## src/rtl/codec_ctl_pkg.sv

```systemverilog
package codec_ctl_pkg;

    localparam int HALF_BITS  = 16;
    localparam int NUM_HALVES = 2;
    localparam int FRAME_BITS = HALF_BITS * NUM_HALVES;

    // Setting fields, most significant first; they occupy word bits 30..8.
    typedef struct packed {
        logic       irq_mask;
        logic       gp_out;
        logic [4:0] att_l;
        logic [4:0] att_r;
        logic       mute;
        logic       insel_l;
        logic       insel_r;
        logic [3:0] gain_l;
        logic [3:0] gain_r;
    } ctl_fields_t;

    typedef enum logic [1:0] {
        ST_HOLD,
        ST_SEND,
        ST_GAP,
        ST_IDLE
    } seq_state_t;

    function automatic logic [FRAME_BITS-1:0] pack_ctl(input ctl_fields_t f);
        return {1'b0, f, 8'h00};
    endfunction

endpackage

```

## src/rtl/codec_ctl_timer.sv

```systemverilog
module codec_ctl_timer #(
    parameter int          W    = 8,
    parameter logic [W-1:0] INIT = '0
) (
    input  logic         clk,
    input  logic         rst,
    input  logic         load,
    input  logic [W-1:0] load_val,
    output logic         expired
);
    logic [W-1:0] cnt_q;

    always_ff @(posedge clk) begin
        if (rst)
            cnt_q <= INIT;
        else if (load)
            cnt_q <= load_val;
        else if (cnt_q != '0)
            cnt_q <= cnt_q - 1'b1;
    end

    assign expired = (cnt_q == '0);

endmodule

```

## src/rtl/codec_ctl_shifter.sv

```systemverilog
module codec_ctl_shifter
    import codec_ctl_pkg::*;
#(
    parameter int HALF_CYCLES = 8
) (
    input  logic                  clk,
    input  logic                  rst,
    input  logic                  start,
    input  logic [FRAME_BITS-1:0] word,
    output logic                  sclk,
    output logic                  sdata,
    output logic                  active,
    output logic                  done
);
    localparam int CW = $clog2(HALF_CYCLES + 1);
    localparam int BW = $clog2(FRAME_BITS);
    localparam logic [CW-1:0] PHASE_LAST = CW'(HALF_CYCLES - 1);
    localparam logic [BW-1:0] BIT_LAST   = BW'(FRAME_BITS - 1);

    logic [FRAME_BITS-1:0] shreg_q;
    logic [BW-1:0]         bit_idx_q;
    logic [CW-1:0]         cnt_q;

    always_ff @(posedge clk) begin
        if (rst) begin
            shreg_q   <= '0;
            bit_idx_q <= '0;
            cnt_q     <= '0;
            sclk      <= 1'b0;
            sdata     <= 1'b0;
            active    <= 1'b0;
        end else if (start && !active) begin
            shreg_q   <= word;
            sdata     <= word[FRAME_BITS-1];
            sclk      <= 1'b1;
            cnt_q     <= PHASE_LAST;
            bit_idx_q <= '0;
            active    <= 1'b1;
        end else if (active) begin
            if (cnt_q != '0) begin
                cnt_q <= cnt_q - 1'b1;
            end else if (sclk) begin
                sclk  <= 1'b0;
                cnt_q <= PHASE_LAST;
            end else if (bit_idx_q == BIT_LAST) begin
                active <= 1'b0;
            end else begin
                shreg_q   <= shreg_q << 1;
                sdata     <= shreg_q[FRAME_BITS-2];
                sclk      <= 1'b1;
                cnt_q     <= PHASE_LAST;
                bit_idx_q <= bit_idx_q + 1'b1;
            end
        end
    end

    assign done = active && !sclk && (cnt_q == '0) && (bit_idx_q == BIT_LAST);


    data_hold_chk: assert property (@(posedge clk) disable iff (rst)
        (sclk && $past(sclk)) |-> $stable(sdata));


    end_low_chk: assert property (@(posedge clk) disable iff (rst)
        $fell(active) |-> !sclk);

endmodule

```

## src/rtl/codec_ctl_init.sv

```systemverilog
module codec_ctl_init
    import codec_ctl_pkg::*;
#(
    parameter int HOLD_CYCLES = 2500000,
    parameter int HALF_CYCLES = 8
) (
    input  logic       clk,
    input  logic       rst,
    input  logic       upd_req,
    input  logic       irq_mask,
    input  logic       gp_out,
    input  logic [4:0] att_l,
    input  logic [4:0] att_r,
    input  logic       mute,
    input  logic       insel_l,
    input  logic       insel_r,
    input  logic [3:0] gain_l,
    input  logic [3:0] gain_r,
    output logic       codec_rst_n,
    output logic       codec_cs_n,
    output logic       codec_cclk,
    output logic       codec_dout,
    output logic       busy
);
    localparam int TMAX = (HOLD_CYCLES > HALF_CYCLES) ? HOLD_CYCLES : HALF_CYCLES;
    localparam int TW   = $clog2(TMAX + 1);
    localparam logic [TW-1:0] HOLD_INIT = TW'(HOLD_CYCLES - 1);
    localparam logic [TW-1:0] GAP_LOAD  = TW'(HALF_CYCLES - 1);

    seq_state_t            state_q;
    ctl_fields_t           fields;
    logic [FRAME_BITS-1:0] word;
    logic                  second_q;
    logic                  rst_n_q, cs_n_q;
    logic                  start, tmr_load, tmr_exp;
    logic                  sh_active, sh_done;

    always_comb begin
        fields.irq_mask = irq_mask;
        fields.gp_out   = gp_out;
        fields.att_l    = att_l;
        fields.att_r    = att_r;
        fields.mute     = mute;
        fields.insel_l  = insel_l;
        fields.insel_r  = insel_r;
        fields.gain_l   = gain_l;
        fields.gain_r   = gain_r;
        word            = pack_ctl(fields);
    end

    always_comb begin
        start    = 1'b0;
        tmr_load = 1'b0;
        unique case (state_q)
            ST_HOLD: start    = tmr_exp;
            ST_SEND: tmr_load = sh_done;
            ST_GAP:  start    = tmr_exp && second_q;
            ST_IDLE: start    = upd_req;
            default: ;
        endcase
    end

    always_ff @(posedge clk) begin
        if (rst) begin
            state_q  <= ST_HOLD;
            rst_n_q  <= 1'b0;
            cs_n_q   <= 1'b0;
            second_q <= 1'b1;
        end else begin
            unique case (state_q)
                ST_HOLD: if (tmr_exp) begin
                    rst_n_q <= 1'b1;
                    state_q <= ST_SEND;
                end
                ST_SEND: if (sh_done) begin
                    cs_n_q  <= 1'b1;
                    state_q <= ST_GAP;
                end
                ST_GAP: if (tmr_exp) begin
                    if (second_q) begin
                        second_q <= 1'b0;
                        cs_n_q   <= 1'b0;
                        state_q  <= ST_SEND;
                    end else begin
                        state_q  <= ST_IDLE;
                    end
                end
                ST_IDLE: if (upd_req) begin
                    cs_n_q  <= 1'b0;
                    state_q <= ST_SEND;
                end
                default: state_q <= ST_IDLE;
            endcase
        end
    end

    codec_ctl_timer #(
        .W    (TW),
        .INIT (HOLD_INIT)
    ) u_timer (
        .clk      (clk),
        .rst      (rst),
        .load     (tmr_load),
        .load_val (GAP_LOAD),
        .expired  (tmr_exp)
    );

    codec_ctl_shifter #(
        .HALF_CYCLES (HALF_CYCLES)
    ) u_shifter (
        .clk    (clk),
        .rst    (rst),
        .start  (start),
        .word   (word),
        .sclk   (codec_cclk),
        .sdata  (codec_dout),
        .active (sh_active),
        .done   (sh_done)
    );

    assign codec_rst_n = rst_n_q;
    assign codec_cs_n  = cs_n_q;
    assign busy        = (state_q != ST_IDLE);


    rst_release_chk: assert property (@(posedge clk) disable iff (rst)
        codec_rst_n |=> codec_rst_n);


    desel_clk_low_chk: assert property (@(posedge clk) disable iff (rst)
        codec_cs_n |-> !codec_cclk);


    idle_quiet_chk: assert property (@(posedge clk) disable iff (rst)
        !busy |-> (codec_cs_n && codec_rst_n && !sh_active));


    shift_under_cs_chk: assert property (@(posedge clk) disable iff (rst)
        sh_active |-> !codec_cs_n);

endmodule

```

## config.mk

```make
export PLATFORM = sky130hd
export DESIGN_NAME = codec_ctl_init
export DESIGN_NICKNAME = d
export VERILOG_FILES = /design/src/rtl/codec_ctl_pkg.sv /design/src/rtl/codec_ctl_timer.sv /design/src/rtl/codec_ctl_shifter.sv /design/src/rtl/codec_ctl_init.sv
export SDC_FILE = /design/constraint.sdc
export NUM_CORES = 1
export LEC_CHECK = 0
export BUFFER_PORTS_ARGS = -buffer_cell sky130_fd_sc_hd__buf_4
export CORE_MARGIN = 5
export CORE_UTILIZATION = 35
export CTS_CLUSTER_SIZE = 12
export DETAILED_ROUTE_END_ITERATION = 16
export GPL_TIMING_DRIVEN = 0
export SLEW_MARGIN = 20
export SYNTH_ARGS = -nofsm -noshare
export SYNTH_HDL_FRONTEND = slang
export SYNTH_SLANG_ARGS = --single-unit
```

## constraint.sdc

```tcl
create_clock -name clk -period 2.7 [get_ports clk]
set_input_delay 0.54 -clock clk [delete_from_list [all_inputs] [get_ports clk]]
set_output_delay 0.54 -clock clk [all_outputs]
set_load 0.1 [all_outputs]
```

; Yosys cells after proc, flatten, opt, wreduce, memory -nomap -nowiden
; Cells that the tools add are included.
; W data, S select, Z words.
[classes]
bitwise_logic = 3
mux = 34
add_sub_neg = 3
n_eq_ne = 15
reduce_logical = 26
[op_table]
columns = op, count
row1 = $mux W31, 5
row2 = $mux W22, 2
row3 = $logic_not A22 Y1, 1
row4 = $reduce_bool A22 Y1, 1
row5 = $sub A22 B1 Y22 const B, 1
row6 = $mux W1, 14
row7 = $ne A2 B2 Y1 const B, 7
row8 = $mux W4, 3
row9 = $reduce_and A4 Y1, 3
row10 = $mux W2, 5
row11 = $reduce_and A2 Y1, 5
row12 = $pmux W2 S4, 1
row13 = $mux W3, 2
row14 = $pmux W1 S3, 2
row15 = $add A5 B1 Y5 const B, 1
row16 = $eq A5 B5 Y1 const B, 1
row17 = $logic_and A1 B1 Y1, 5
row18 = $reduce_and A5 Y1, 1
row19 = $eq A2 B2 Y1 const B, 2
row20 = $logic_not A4 Y1, 1
row21 = $ne A2 B1 Y1 const B, 2
row22 = $ne A4 B1 Y1 const B, 1
row23 = $reduce_bool A2 Y1, 2
row24 = $reduce_bool A4 Y1, 1
row25 = 8 further kinds, 12
[totals]
register_bits = 62
inputBits = 26
output_inout_bits = 5
word_cells = 94

; Longest topological paths before layout
[depth]
ltp_word = 6
mapped_depth = 10
ltp_nobuf = 8

; Modules after synthesis
; A second synthesis with hierarchy kept.
[hier_totals]
cells_unflattened = 376
area_unflattened_um2 = 3579.7
[by_module_without_submodules]
columns = mod, cells_each, instances, seq_area_each_um2, area_each_um2
row1 = codec_ctl_shifter, 194, 1, 860.8, 1969.4
row2 = codec_ctl_timer, 142, 1, 440.4, 1267.5
row3 = codec_ctl_init, 40, 1, 100.1, 342.8

; Least setup slack after synthesis
; No wires, ideal clock.
[synth_path]
path_type = register to register
start = register u_timer.cnt_q[0]
end = register u_shifter.shreg_q[10]
stages_incl_launch_ff = 11
path_buffers = 3
setup_ns = 0.142
period_less_slack_ns = 2.129
setup_slack_ns = 0.571
required_time_ns = 2.558
arrival_ns = 1.987
cell_sequence = dfxtp_1 -> inv_1 -> ha_1 -> or3b_2 -> and4bb_1 -> buf_6 -> a31oi_2 -> buf_6 -> buf_2 -> nor2_1 -> a311oi_2
[synth_between]
elab_chain_cells = 6
elab_cells_between_ends = 10
classes_between = eq/ne (3) / mux (2) / reduce/logical (5)
[synth_rtl]
columns = item, line
row1 = start: declaration, codec_ctl_timer.sv:11  ; logic [W-1:0] cnt_q;
row2 = start signal: assignment, codec_ctl_timer.sv:17  ; cnt_q <= load_val;
row3 = start signal: assignment, codec_ctl_timer.sv:19  ; cnt_q <= cnt_q - 1'b1;
row4 = $logic_not A22 Y1 *, codec_ctl_timer.sv:22  ; assign expired = (cnt_q == '0);
row5 = $logic_and A1 B1 Y1, codec_ctl_init.sv:57  ; ST_GAP: start = tmr_exp && second_q;
row6 = $pmux W1 S3 *, codec_ctl_init.sv:54  ; unique case (state_q)
row7 = $logic_and A1 B1 Y1 *, codec_ctl_shifter.sv:32  ; end else if (start && !active) begin
row8 = $ne A2 B2 Y1 (no line) (tied with other cells), n/a
row9 = $reduce_and A4 Y1 (no line), n/a
row10 = end signal: assignment, codec_ctl_shifter.sv:33  ; shreg_q <= word;
row11 = end signal: assignment, codec_ctl_shifter.sv:48  ; shreg_q <= shreg_q << 1;
row12 = end: declaration, codec_ctl_shifter.sv:20  ; logic [FRAME_BITS-1:0] shreg_q;
; Mark *: on every way between the ends. The rest lies on a longest branch, timed or not.
; A chain may end at the register's enable or synchronous reset.

; Worst setup path after layout
[layout_path]
start = register u_timer.cnt_q[0]
end = register u_timer.cnt_q[3]
[layout_between]
elab_chain_cells = 3
elab_cells_between_ends = 5
classes_between = add/sub (1) / mux (2) / reduce/logical (2)
[layout_rtl]
columns = item, line
row1 = $sub A22 B1 Y22, codec_ctl_timer.sv:19
row2 = $mux W22, codec_ctl_timer.sv:18  ; else if (cnt_q != '0)
row3 = $mux W22, codec_ctl_timer.sv:16  ; else if (load)
; Several ways; a longest one is shown, not always the timed one. The select of a mux whose other input is x is not followed.

==> results.toml <==
[cts]
cts_sinks = 62
ctsRootBufferMaster = "clkbuf_8"
ctsLongestPathBuffers = 2
clk_pin_slew_worst_paths_ns = 0.07
cts_max_level = 3
clock_latency_ns = 0.35
cts-buffers-inserted = 9
cts_tree = "yes"

[critical_path]
required_ns = 2.95
crit_type = "reg2reg"
worst_path_max_delay_cell = "or3b_2"
worstPathCellList = "inv_1 > ha_1 > or3b_2 > nand4bb_1 > nor2_1 > o21ai_0 > a21o_1"
cp-start-kind = "flip-flop"
arrival_ns = 2.64
end_kind = "flip-flop"
crit_fanout = 6
critPathMaxStageDelay_ns = 0.50

[finish]
n_fill_cell = 925
drive_gt1_frac = 0.1970
diodes = 0
area_growth_pct = 17.56
nets = 438

[detailed_routing]
drc_errors = 0
first_pass_iters = 4
drt_iter0_drc = 116
wire_per_inst_um = 13.78
via_count = 2685
drt_wl_total_um = 7125
via_per_inst = 5.193
drtAntennaViolNets = 0

[grt]
overflow = 0
grt_pass1_vias = 2580
grt_use_met3 = 0.03735
top_usage_layer = "met2"
antenna_found_initial = 0
use_met1 = 0.1759
grt.total_usage = 0.1343
grt_max_degree = 11
grt_pass1_wl_um = 12320
gr-usage-met2 = 0.2117

[synthesis]
synth-compound-area-share = 0.2041
synth_nets = 398
synthesis.area_um2 = 3206
synth-simple-area-share = 0.2553
ys_async_sr_fraction = 0
synth_top_family_by_area = "simple AND/OR/NAND/NOR gates"
synth_cells = 361
syn_area_per_cell_um2 = 8.880
synth_xor_area_frac = 0.04918
ys_ff_latch = 62
synth_adder_area_share = 0.04294
synth-edff-count = 0
synth_mux_area_frac = 0.01249
yosys_warnings = 0
synth_ff_type = "dfxtp_1"
synth.distinct_cells = 46
synth-seq-area-share = 0.3872

[sta]
fin_crit_sh = 0.8852
finalHoldViolCount = 0
setup_viol = 0
worst_pin_slew_ns = 0.7410
worst_slack_ns = 0.3100
final.setup_skew_ns = 0.009915
fin_crit_ns = 2.390
slew_violations = 0
slew_headroom = 0.5060
clock.fmax_mhz = 418.4
tns_ns = 0
rsz0062_at_grt = "false"

[floorplan]
die_area_um2 = 11170
fp.dieW_um = 105.7
row_count = 35
die_h_um = 105.7
initial_utilization = 0.3536
core_area_um2 = 9065
num_io_pins = 31

[pwr]
power.density_nw_per_um2 = 497.3
peakVddDrop_mv = 0.2494
p_leak_nw = 1.301

[flow_run]
max_cap_violations = 0

[placement]
place_congestion = 0.7865
place_hpwl_um = 5045
dp_slack_ns = 0.2218
port_buffers = 29

[status]
status = "completed"

[worst_hold_path]
worstHoldPathType = "in2reg"
==> synth_stat cells (all sizes together) (3+ instances only) <==
cell | count | share of area
nand4 | 3 | 0.0059
a21oi | 9 | 0.014
nor4 | 7 | 0.014
a311oi | 22 | 0.10
or3 | 4 | 0.0078
a31oi | 6 | 0.014
mux2i | 4 | 0.012
or4 | 4 | 0.011
inv | 10 | 0.012
xor2 | 8 | 0.022
o21ai | 12 | 0.019
clkbuf | 13 | 0.015
nand2 | 60 | 0.070
dfxtp | 62 | 0.39
nand2b | 7 | 0.014
xnor2 | 10 | 0.027
ha | 11 | 0.043
and2 | 3 | 0.0059
o31ai | 3 | 0.0070
buf | 8 | 0.022
a21o | 8 | 0.019
nor3 | 11 | 0.019
nor2 | 44 | 0.052
nor3b | 8 | 0.019
nand3 | 5 | 0.0078
==> worst max-delay path: cells and delay by family (launching register included) <==
family          cells  cell delay [ns]
compound gates      2             0.35
fa+ha+maj           1             0.18
buf+inv             1             0.13
flops               1             0.33
simple gates        3             1.30
==> report_power, final <==
part / switching (mW) / internal (mW) / leakage, nW / total, mW
sequential: 0.00682 / 0.921 / 0.501 / 0.928
clock: 0.367 / 0.472 / 0.106 / 0.840
combinational: 0.0610 / 0.0455 / 0.694 / 0.106
total: 0.435 / 1.44 / 1.30 / 1.87
==> worst paths after layout <==
path                                                   startpoint                           endpoint  slack [ns]  cells past startpoint
worst max-delay path                u_timer.cnt_q[0]$_SDFFE_PP1N_      u_timer.cnt_q[3]$_SDFFE_PP1P_        0.31                      7
worst min-delay path                                    gain_r[0]  u_shifter.shreg_q[8]$_SDFFE_PP0P_        0.46                      3
worst max register to register      u_timer.cnt_q[0]$_SDFFE_PP1N_      u_timer.cnt_q[3]$_SDFFE_PP1P_        0.31                      7
worst min register to register  u_shifter.shreg_q[8]$_SDFFE_PP0P_  u_shifter.shreg_q[8]$_SDFFE_PP0P_        0.48                      2
==> state kept, by name, indices dropped and copies added, names as in the netlist <==
signal / cells
codec_cs_n: 1
codec_rst_n: 1
second_q: 1
state_q: 2
u_shifter.active: 1
u_shifter.bit_idx_q: 5
u_shifter.cnt_q: 4
u_shifter.sclk: 1
u_shifter.shreg_q: 24
u_timer.cnt_q: 22
==> what timing repair did <==
item                       4_1_cts  5_1_grt
setup endpoints to repair        0        1
resized for setup                0        1
setup buffers                    0        0
hold buffers                     0        0
==> layout make-up <==
type                            instances  area [um^2]  area share
Inverter                               10        37.54    0.009960
Tap cell                              111        138.9     0.03685
Clock buffer                           12        155.1     0.04117
Multi-Input combinational cell        268         1814      0.4814
Buffer                                 21        118.9     0.03154
Clock inverter                          4        45.04     0.01195
Sequential cell                        62         1241      0.3293
Timing Repair Buffer                   29        217.7     0.05777
==> through the flow <==
stage / instances / cell area, um^2 / hold slack, ns / utilization / power [mW]
2_1_floorplan: 361 / 3206 / 0.4481 / - / 1.010
3_3_place_gp: 501 / 3562 / 0.4599 / 0.3930 / 1.056
3_5_place_dp: 501 / 3562 / 0.4712 / 0.3930 / 1.057
4_1_cts: 517 / 3762 / 0.4602 / 0.4150 / 1.892
5_1_grt: 517 / 3769 / 0.4625 / 0.4157 / 1.946
6_report: 517 / 3769 / 0.4621 / 0.4157 / 1.874
==> placed cells by master, fill, tap and decap left out, types with 3 or more instances in the layout <==
master / netlist / routed
dfxtp_1: 62 / 62
nand2_1: 60 / 60
nor2_1: 44 / 44
buf_4: 0 / 29
a311oi_2: 22 / 22
clkbuf_1: 13 / 14
o21ai_0: 12 / 12
ha_1: 11 / 11
clkbuf_8: 0 / 11
inv_1: 10 / 10
nor3_1: 10 / 10
xnor2_1: 10 / 10
a21oi_1: 9 / 9
xor2_1: 8 / 8
a21o_1: 8 / 8
nor3b_1: 8 / 8
nor4_1: 7 / 7
nand2b_1: 7 / 7
buf_6: 5 / 5
nand3_1: 5 / 5
a31oi_1: 5 / 5
or3_1: 4 / 4
mux2i_1: 4 / 4
or4_1: 3 / 3
nand4_1: 3 / 3
o31ai_1: 3 / 3
clkinv_2: 0 / 3
==> per-layer routing <==
metal  vias up  part of all wire
li1       1366                 -
met1      1253              0.49
met2        54              0.45
met3        12             0.047
met4         0             0.012
met5         -                 0
==> kinds of logic (layout without fill, tap and decap cells) <==
logic type | Yosys count | in the layout
buffers and inverters | 31 | 76
XOR/XNOR | 18 | 18
adder cells (fa/ha/maj) | 11 | 11
AO/OA/AOI/OAI | 69 | 69
AND/OR/NAND/NOR | 166 | 166
multiplexers | 4 | 4
flip-flops | 62 | 62
No activity file was read; power rests on OpenSTA's default activity.
